**src/rtl/sfr_uart_pkg.sv**
```systemverilog
package sfr_uart_pkg;

  // control register bit positions
  localparam int unsigned CB_TXDONE = 0;
  localparam int unsigned CB_RXFULL = 1;
  localparam int unsigned CB_TXB9   = 2;
  localparam int unsigned CB_RXB9   = 3;
  localparam int unsigned CB_RXON   = 4;
  localparam int unsigned CB_MODE9  = 5;

  typedef enum logic [1:0] {
    RX_IDLE  = 2'd0,
    RX_START = 2'd1,
    RX_DATA  = 2'd2,
    RX_STOP  = 2'd3
  } rx_state_e;

endpackage

```
**src/rtl/sfr_uart_sync.sv**
```systemverilog
module sfr_uart_sync #(
  parameter int unsigned STAGES = 2
) (
  input  logic clk,
  input  logic rst_n,
  input  logic d,
  output logic q
);
  logic [STAGES-1:0] sh_q;

  generate
    if (STAGES == 1) begin : g_one
      always_ff @(posedge clk or negedge rst_n) begin
        if (!rst_n) sh_q <= '1;
        else        sh_q <= d;
      end
    end else begin : g_chain
      always_ff @(posedge clk or negedge rst_n) begin
        if (!rst_n) sh_q <= '1;
        else        sh_q <= {sh_q[STAGES-2:0], d};
      end
    end
  endgenerate

  assign q = sh_q[STAGES-1];
endmodule

```
**src/rtl/sfr_uart_tx.sv**
```systemverilog
module sfr_uart_tx #(
  parameter int unsigned DATA_W = 8,
  parameter int unsigned OVS    = 16
) (
  input  logic              clk,
  input  logic              rst_n,
  input  logic              tick,
  input  logic              load,
  input  logic [DATA_W-1:0] load_data,
  input  logic              mode9,
  input  logic              bit9,
  output logic              txd,
  output logic              busy,
  output logic              done
);
  localparam int unsigned SH_W  = DATA_W + 3;
  localparam int unsigned CNT_W = $clog2(OVS);
  localparam logic [CNT_W-1:0] CNT_LAST = CNT_W'(OVS - 1);

  logic [SH_W-1:0]  sh_q, sh_n, sh_shift;
  logic [CNT_W-1:0] cnt_q, cnt_n;
  logic             busy_q, busy_n, done_q, done_n, txd_q, txd_n;

  assign sh_shift = sh_q >> 1;

  // next state: shifts in zeros, frame ends when shifter reaches zero
  always_comb begin
    sh_n   = sh_q;
    cnt_n  = cnt_q;
    busy_n = busy_q;
    done_n = 1'b0;
    if (!busy_q) begin
      if (load) begin
        sh_n   = mode9 ? {1'b1, bit9, load_data, 1'b0}
                       : {1'b0, 1'b1, load_data, 1'b0};
        cnt_n  = '0;
        busy_n = 1'b1;
      end
    end else if (tick) begin
      if (cnt_q == CNT_LAST) begin
        cnt_n = '0;
        sh_n  = sh_shift;
        if (sh_shift == '0) begin
          busy_n = 1'b0;
          done_n = 1'b1;
        end
      end else begin
        cnt_n = cnt_q + 1'b1;
      end
    end
    txd_n = busy_n ? sh_n[0] : 1'b1;
  end

  always_ff @(posedge clk or negedge rst_n) begin
    if (!rst_n) begin
      sh_q   <= '0;
      cnt_q  <= '0;
      busy_q <= 1'b0;
      done_q <= 1'b0;
      txd_q  <= 1'b1;
    end else begin
      sh_q   <= sh_n;
      cnt_q  <= cnt_n;
      busy_q <= busy_n;
      done_q <= done_n;
      txd_q  <= txd_n;
    end
  end

  assign txd  = txd_q;
  assign busy = busy_q;
  assign done = done_q;

  // completion pulse only follows an active frame
  a_r4_done_after_busy: assert property (@(posedge clk) disable iff (!rst_n)
    done_q |-> $past(busy_q));

  // a write during a frame leaves the shifter alone
  a_r12_busy_write_ignored: assert property (@(posedge clk) disable iff (!rst_n)
    (busy_q && load && !tick) |=> $stable(sh_q));

endmodule

```
**src/rtl/sfr_uart_rx.sv**
```systemverilog
module sfr_uart_rx
  import sfr_uart_pkg::*;
#(
  parameter int unsigned DATA_W = 8,
  parameter int unsigned OVS    = 16
) (
  input  logic              clk,
  input  logic              rst_n,
  input  logic              tick,
  input  logic              rxd_s,
  input  logic              enable,
  input  logic              mode9,
  input  logic              latch_full,
  output logic [DATA_W-1:0] data,
  output logic              bit9,
  output logic              load
);
  localparam int unsigned CNT_W = $clog2(OVS);
  localparam int unsigned BIT_W = $clog2(DATA_W + 2);
  localparam logic [CNT_W-1:0] CNT_LAST = CNT_W'(OVS - 1);
  localparam logic [CNT_W-1:0] CNT_HALF = CNT_W'(OVS / 2 - 1);
  localparam logic [BIT_W-1:0] LAST8    = BIT_W'(DATA_W - 1);
  localparam logic [BIT_W-1:0] LAST9    = BIT_W'(DATA_W);

  rx_state_e         st_q, st_n;
  logic [CNT_W-1:0]  cnt_q, cnt_n;
  logic [BIT_W-1:0]  nb_q, nb_n;
  logic [DATA_W:0]   sh_q, sh_n;
  logic              prev_q, prev_n;
  logic [DATA_W-1:0] data_q, data_n;
  logic              b9_q, b9_n, load_q, load_n;

  always_comb begin
    st_n   = st_q;
    cnt_n  = cnt_q;
    nb_n   = nb_q;
    sh_n   = sh_q;
    prev_n = prev_q;
    data_n = data_q;
    b9_n   = b9_q;
    load_n = 1'b0;
    if (tick) begin
      prev_n = rxd_s;
      unique case (st_q)
        RX_IDLE: begin
          if (enable && prev_q && !rxd_s) begin
            st_n  = RX_START;
            cnt_n = '0;
          end
        end
        RX_START: begin
          if (cnt_q == CNT_HALF) begin
            cnt_n = '0;
            if (!rxd_s) begin
              st_n = RX_DATA;
              nb_n = '0;
              sh_n = '1;
            end else begin
              st_n = RX_IDLE;
            end
          end else begin
            cnt_n = cnt_q + 1'b1;
          end
        end
        RX_DATA: begin
          if (cnt_q == CNT_LAST) begin
            cnt_n = '0;
            sh_n  = {rxd_s, sh_q[DATA_W:1]};
            nb_n  = nb_q + 1'b1;
            if (nb_q == (mode9 ? LAST9 : LAST8)) st_n = RX_STOP;
          end else begin
            cnt_n = cnt_q + 1'b1;
          end
        end
        RX_STOP: begin
          if (cnt_q == CNT_LAST) begin
            cnt_n = '0;
            st_n  = RX_IDLE;
            if (rxd_s && enable && !latch_full) begin
              load_n = 1'b1;
              if (mode9) begin
                data_n = sh_q[DATA_W-1:0];
                b9_n   = sh_q[DATA_W];
              end else begin
                data_n = sh_q[DATA_W:1];
              end
            end
          end else begin
            cnt_n = cnt_q + 1'b1;
          end
        end
        default: st_n = RX_IDLE;
      endcase
    end
  end

  always_ff @(posedge clk or negedge rst_n) begin
    if (!rst_n) begin
      st_q   <= RX_IDLE;
      cnt_q  <= '0;
      nb_q   <= '0;
      sh_q   <= '1;
      prev_q <= 1'b1;
      data_q <= '0;
      b9_q   <= 1'b0;
      load_q <= 1'b0;
    end else begin
      st_q   <= st_n;
      cnt_q  <= cnt_n;
      nb_q   <= nb_n;
      sh_q   <= sh_n;
      prev_q <= prev_n;
      data_q <= data_n;
      b9_q   <= b9_n;
      load_q <= load_n;
    end
  end

  assign data = data_q;
  assign bit9 = b9_q;
  assign load = load_q;

  // start bit seen high at mid-bit returns to idle
  a_r10_glitch_rejected: assert property (@(posedge clk) disable iff (!rst_n)
    (st_q == RX_START && tick && cnt_q == CNT_HALF && rxd_s) |=> (st_q == RX_IDLE));

  // no latch load unless the receiver was enabled
  a_r11_load_needs_enable: assert property (@(posedge clk) disable iff (!rst_n)
    load_q |-> $past(enable));

  // no load while the latch is still owned by software
  a_r9_no_load_when_full: assert property (@(posedge clk) disable iff (!rst_n)
    load_q |-> !$past(latch_full));

endmodule

```
**src/rtl/sfr_uart.sv**
```systemverilog
module sfr_uart
  import sfr_uart_pkg::*;
#(
  parameter int unsigned DATA_W      = 8,
  parameter int unsigned OVS         = 16,
  parameter int unsigned SYNC_STAGES = 2
) (
  input  logic              clk,
  input  logic              rst_n,
  input  logic              baud16_en,
  input  logic              sfr_sel_data,
  input  logic              sfr_wr,
  input  logic [DATA_W-1:0] sfr_wdata,
  output logic [DATA_W-1:0] sfr_rdata,
  input  logic              rxd,
  output logic              txd,
  output logic              irq
);
  logic ctrl_wr, data_wr;
  logic ti_q, ti_n, ri_q, ri_n, tb9_q, tb9_n, ron_q, ron_n, m9_q, m9_n;
  logic tx_busy, tx_done, rx_load, rx_b9, rxd_s;
  logic [DATA_W-1:0] rx_data;

  assign ctrl_wr = sfr_wr && !sfr_sel_data;
  assign data_wr = sfr_wr &&  sfr_sel_data;

  sfr_uart_sync #(.STAGES(SYNC_STAGES)) u_sync (
    .clk(clk), .rst_n(rst_n), .d(rxd), .q(rxd_s)
  );

  sfr_uart_tx #(.DATA_W(DATA_W), .OVS(OVS)) u_tx (
    .clk(clk), .rst_n(rst_n), .tick(baud16_en), .load(data_wr),
    .load_data(sfr_wdata), .mode9(m9_q), .bit9(tb9_q),
    .txd(txd), .busy(tx_busy), .done(tx_done)
  );

  sfr_uart_rx #(.DATA_W(DATA_W), .OVS(OVS)) u_rx (
    .clk(clk), .rst_n(rst_n), .tick(baud16_en), .rxd_s(rxd_s),
    .enable(ron_q), .mode9(m9_q), .latch_full(ri_q),
    .data(rx_data), .bit9(rx_b9), .load(rx_load)
  );

  // control fields: software writes, hardware only sets the flags
  always_comb begin
    ti_n  = ti_q;
    ri_n  = ri_q;
    tb9_n = tb9_q;
    ron_n = ron_q;
    m9_n  = m9_q;
    if (ctrl_wr) begin
      ti_n  = sfr_wdata[CB_TXDONE];
      ri_n  = sfr_wdata[CB_RXFULL];
      tb9_n = sfr_wdata[CB_TXB9];
      ron_n = sfr_wdata[CB_RXON];
      m9_n  = sfr_wdata[CB_MODE9];
    end
    if (tx_done) ti_n = 1'b1;
    if (rx_load) ri_n = 1'b1;
  end

  always_ff @(posedge clk or negedge rst_n) begin
    if (!rst_n) begin
      ti_q  <= 1'b0;
      ri_q  <= 1'b0;
      tb9_q <= 1'b0;
      ron_q <= 1'b0;
      m9_q  <= 1'b0;
    end else begin
      ti_q  <= ti_n;
      ri_q  <= ri_n;
      tb9_q <= tb9_n;
      ron_q <= ron_n;
      m9_q  <= m9_n;
    end
  end

  always_comb begin
    sfr_rdata = '0;
    if (sfr_sel_data) begin
      sfr_rdata = rx_data;
    end else begin
      sfr_rdata[CB_TXDONE] = ti_q;
      sfr_rdata[CB_RXFULL] = ri_q;
      sfr_rdata[CB_TXB9]   = tb9_q;
      sfr_rdata[CB_RXB9]   = rx_b9;
      sfr_rdata[CB_RXON]   = ron_q;
      sfr_rdata[CB_MODE9]  = m9_q;
    end
  end

  assign irq = ti_q | ri_q;

  // flags drop only through a control write
  a_r5_txdone_sticky: assert property (@(posedge clk) disable iff (!rst_n)
    (ti_q && !ctrl_wr) |=> ti_q);
  a_r5_rxfull_sticky: assert property (@(posedge clk) disable iff (!rst_n)
    (ri_q && !ctrl_wr) |=> ri_q);

  // unread byte is never overwritten
  a_r9_latch_kept: assert property (@(posedge clk) disable iff (!rst_n)
    (ri_q && !ctrl_wr) |=> $stable(rx_data));

  // completion events raise the request one cycle later
  a_r4_event_raises_irq: assert property (@(posedge clk) disable iff (!rst_n)
    (tx_done || rx_load) |=> irq);

endmodule

```
**config.mk**
```make
export PLATFORM = sky130hd
export DESIGN_NAME = sfr_uart
export DESIGN_NICKNAME = d
export VERILOG_FILES = /design/src/rtl/sfr_uart_pkg.sv /design/src/rtl/sfr_uart_sync.sv /design/src/rtl/sfr_uart_tx.sv /design/src/rtl/sfr_uart_rx.sv /design/src/rtl/sfr_uart.sv
export SDC_FILE = /design/constraint.sdc
export NUM_CORES = 1
export LEC_CHECK = 0
export ABC_AREA = 1
export BUFFER_PORTS_ARGS = -buffer_cell sky130_fd_sc_hd__buf_2
export CAP_MARGIN = 30
export CORE_MARGIN = 8
export CORE_UTILIZATION = 56
export CTS_BUF_LIST = sky130_fd_sc_hd__clkbuf_8
export CTS_CLUSTER_DIAMETER = 150
export DETAILED_ROUTE_END_ITERATION = 8
export PLACE_DENSITY = 0.75
export SLEW_MARGIN = 20
export SYNTH_ARGS = -nofsm -noshare
export SYNTH_HDL_FRONTEND = slang
export SYNTH_HIERARCHICAL = 1
export SYNTH_SLANG_ARGS = --single-unit
```
**constraint.sdc**
```tcl
create_clock -name clk -period 3.73 [get_ports clk]
set_input_delay 0.9325 -clock clk [delete_from_list [all_inputs] [get_ports clk]]
set_output_delay 0.9325 -clock clk [all_outputs]
set_load 0.05 [all_outputs]
```
== Word-level counts from Yosys, hierarchy flattened ==
Cells that the tools add are included.

* Add/sub/neg operators: 3
* Equality and inequality tests: 15
* Multiplexer cells: 50
* Bitwise operators: 1
* Reduce and logical (&&, ||, !) cells: 23

{| class="wikitable"
|+ Operators with widths
! operator !! count
|-
| 2-to-1 mux 11 bit || 5
|-
| 2-to-1 mux 4 bit || 11
|-
| 2-to-1 mux 9 bit || 3
|-
| 2-to-1 mux 1 bit || 18
|-
| case mux 9 bit (2 select lines) || 1
|-
| 2-to-1 mux 2 bit || 7
|-
| adder 4 x 1 -> 4 bit (second input constant) || 3
|-
| case mux 4 bit (3 select lines) || 1
|-
| logical NOT 11 bit || 1
|-
| != test 2 x 1 -> 1 bit (second input constant) || 5
|-
| AND reduction 5 bit || 2
|-
| equality test 4 bit (second input constant) || 2
|-
| 2-to-1 mux 8 bit || 1
|-
| case mux 2 bit (4 select lines) || 1
|-
| case mux 4 bit (2 select lines) || 1
|-
| nonzero test 2 bit || 4
|-
| logical AND 1 bit || 6
|-
| 2-to-1 mux 6 bit || 1
|-
| != test 2 bit (second input constant) || 3
|-
| AND reduction 6 bit || 1
|-
| equality test 2 bit (second input constant) || 2
|-
| equality test 4 x 3 -> 1 bit (second input constant) || 1
|-
| equality test 4 bit || 1
|-
| AND reduction 2 bit || 2
|-
| other kinds (7) || 9
|}

* Register bits after elaboration: 55
* Input port bits: 14
* Output and inout port bits: 10
* Word-level logic and storage cells: 112

== Logic depth before layout (Yosys ltp) ==
* Depth in word-level cells: 6
* Mapped depth: 9
* Gate-level depth less buffers: 8

== Hierarchy ==
Netlist, hierarchy kept.

{| class="wikitable"
|+ By module, submodules not included
! module !! times used !! cells an instance !! area each (µm²)
|-
| sfr_uart_rx || 1 || 182 || 1615.3
|-
| sfr_uart_tx || 1 || 110 || 969.7
|-
| sfr_uart || 1 || 50 || 311.5
|-
| sfr_uart_sync || 1 || 2 || 52.6
|}

== Worst setup path after synthesis ==
OpenSTA, ideal clock, no wires.

* Path kind: input-to-output
* From: input port sfr_sel_data
* To: output port sfr_rdata[1]
* Arrival: 1.801 ns
* Required time: 2.798 ns
* Slack: 0.996 ns
* Stages on the path: 2
* Buffers on the path: 1
* Cells stage by stage: buf_4 > o21ai_1

* Word-level cells in the longest chain between the ends: 1

{| class="wikitable"
|+ RTL lines
! element !! RTL line !! text
|-
| start, declared || sfr_uart.sv:11 || <nowiki>input logic sfr_sel_data,</nowiki>
|-
| 2-to-1 mux 6 bit || sfr_uart.sv:79 || <nowiki>if (sfr_sel_data) begin</nowiki>
|-
| end, declared || sfr_uart.sv:14 || <nowiki>output logic [DATA_W-1:0] sfr_rdata,</nowiki>
|}

No other way between the ends.

== Final worst setup path ==
* From: input port sfr_sel_data
* To: output port sfr_rdata[5]

The elaborated chain is that of the path after synthesis.

==> flow_summary.ini <==
[outcome]
outcome = finished clean

[clocking]
post_cts_hold_buffer_count = 0
cts_htree_levels = 2
post_cts_resized = 0
clkLatencyLatePin_ns = 0.30
clockBufferDepth = 2
clkTransAtPathRegs_ns = 0.09
cts.sinks = 55
postCtsSetupRepairBufs = 0
cts_tree = done
cts-root-buf = clkbuf_8
cts_made_buffers = 5

[sta]
final.period_utilization = 0.6986
fin_skew_ns = 0.006389
fin_tns_setup_ns = 0
slew_headroom = 0.5568
rsz0062_at_grt = false
final.setup.worst_slack_ns = 1.124
maxSlewViolCount = 0
finalHoldViolations = 0
fmax_mhz = 383.8
worstMarginPinSlew_ns = 0.6648
setup_viol = 0
period_needed_ns = 2.606

[worst_setup_path]
cp.arrival_ns = 1.67
worstPathRequired_ns = 2.80
worstSetupStartpointType = input port
cp-end-kind = output pin
worstSetupPathType = in -> out
crit_fanout = 12

[yosys]
syn_area_um2 = 2949
ys_dominant_reg_cell = dfrtp_1
synthArstFlopShare = 1.000
synth_seq_cells = 55
yosysMostFrequentCell = nand2_1
synth_top_cell_area_share = 0.3564
yosysSeqAreaShare = 0.4722
synth_nets = 361
ys_warn_count = 6
yosys.area.top_type = dfrtp_1
synthCells = 344
ys_types = 31
synth_edf_count = 0
synth.area.top_cells = dfrtp_1 (36%), nand2_1 (13%), dfstp_2 (12%)
synthTopCellsByCount = nand2_1 (100), dfrtp_1 (42), nor2_1 (31)
avgSynthCellArea_um2 = 8.573

[cells_and_area]
diodes = 0
n_fill_cell = 457
drive_gt1_frac = 0.2796
finalNonFillerCells = 442
syn2layout_area_growth_pct = 9.716
multi_input_area_um2 = 1374
layout.nets = 388
seqCellArea_um2 = 1393
finish.utilization = 0.6335

[floorplan]
num_rows = 26
die-height_um = 88.57
die_area_um2 = 7845
die_x_um = 88.57
core_area_um2 = 5107
start_util = 0.5774
io_pins = 24

[route]
routed_wl_um = 5440
dr_wl_met2_um = 2621
wl_met1_um = 2575
drtPass1Iterations = 6
avgRoutedWirePerCell_um = 12.31
vias = 2240
drc = 0
wl_met3_um = 173
via_per_inst = 5.068
first_iter_violations = 106
antenna_left = 0
routed.top_layer = met4

[placed_design]
dp_slack_ns = 1.131
dpl.cell_count = 434
routabilityCongestion = 0.8064
dp_hpwl_um = 4021
io_buffers = 23

[global_route]
grt_max_degree = 26
antenna_found_initial = 0
gr-total-overflow = 0
grt_util_all_layers = 0.1539
grt_pass1_wl_um = 9604
grt_pass1_vias = 2140

[run]
max_cap_viol_count = 0

[power_and_ir_drop]
powerDensity_nw_per_um2 = 513.8
leakage_nw = 1.631
vdd_ir_drop_max_mv = 0.2329

[worst_hold_path]
worst_hold_path_type = reg -> reg
-- routing by layer --
layer | up-vias | global-route usage
li1 | 1150 | -
met2 | 26 | 0.2525
met1 | 1057 | 0.1962
met3 | 7 | 0.02878
met5 | - | 0
met4 | 0 | 0.05684
-- cell families after synthesis --
family / count (synthesis) / synth area share
compound gates: 38 / 0.08061
fa+ha+maj: 3 / 0.01273
buf+inv: 38 / 0.06194
flops: 55 / 0.4722
mux: 8 / 0.02715
simple gates: 202 / 0.3454
-- final timing paths --
kind / from / to / depth (start not counted) / slack, ns
worst max register to register: u_rx/cnt_q[1] / u_rx/nb_q[3] / 8 / 2.20
worst max-delay path: sfr_sel_data / sfr_rdata[5] / 5 / 1.12
min in group asynchronous: rst_n / u_tx/sh_q[8] / 1 / 0.62
max in group asynchronous: rst_n / u_rx/sh_q[0] / 3 / 2.34
worst min register to register: u_sync/sh_q[0] / u_sync/sh_q[1] / 0 / 0.36
worst min-delay path: u_sync/sh_q[0] / u_sync/sh_q[1] / 0 / 0.36
-- layout make-up --
class                      count  share of cell area
clock buffer                   7             0.02978
clock inverter                 1            0.001160
inverter                      31             0.03596
multi-input combinational    251              0.4246
sequential                    55              0.4304
tap                           70             0.02707
timing repair buffer          27             0.05104
-- power breakdown --
| part | switching (mW) | internal [mW] | leakage [nW] |
|---|---|---|---|
| Clock | 0.184 | 0.167 | 0.0557 |
| Combinational | 0.261 | 0.174 | 0.899 |
| Sequential | 0.139 | 0.738 | 0.676 |
| Total | 0.584 | 1.08 | 1.63 |
-- registers in the layout, indices dropped and copies added (netlist names), 2 cells and up, named ones only --
register,count
u_rx/nb_q,4
u_sync/sh_q,2
u_tx/sh_q,11
u_tx/cnt_q,4
u_rx/cnt_q,4
u_rx/sh_q,9
u_rx/data,8
-- placed cells by master, fill, tap and decap left out, types with 2 or more instances in the layout --
cell type | synthesis | routed
mux2i_1 | 8 | 8
inv_2 | 4 | 4
o21ai_1 | 13 | 13
buf_4 | 2 | 3
ha_1 | 3 | 3
nor2_1 | 31 | 31
nand3_1 | 26 | 26
dfrtp_1 | 42 | 42
buf_2 | 2 | 23
dfstp_2 | 13 | 13
inv_1 | 26 | 27
o21ai_0 | 8 | 8
nand3_2 | 9 | 9
o21ai_2 | 12 | 12
a21oi_1 | 4 | 4
nand2_1 | 100 | 100
nor2_8 | 3 | 3
nand2_2 | 23 | 23
nand4_1 | 2 | 2
clkbuf_8 | 0 | 7
-- metrics by stage --
| step | power (mW) | hold slack (ns) | area, um2 |
|---|---|---|---|
| final | 1.662 | 0.3630 | 3236 |
| after floorplan | 1.210 | 0.3452 | 2949 |
| after detailed placement | 1.325 | 0.3496 | 3136 |
| after CTS | 1.679 | 0.3636 | 3236 |
| after global placement | 1.302 | 0.3466 | 3108 |
| after global routing | 1.775 | 0.3681 | 3236 |
-- worst max-delay path, cell delays in order --
cell     delay [ns]
buf_2          0.18
inv_2          0.17
nand2_1        0.07
nand2_1        0.07
buf_2          0.25
No activity file was read; power rests on OpenSTA's default activity.
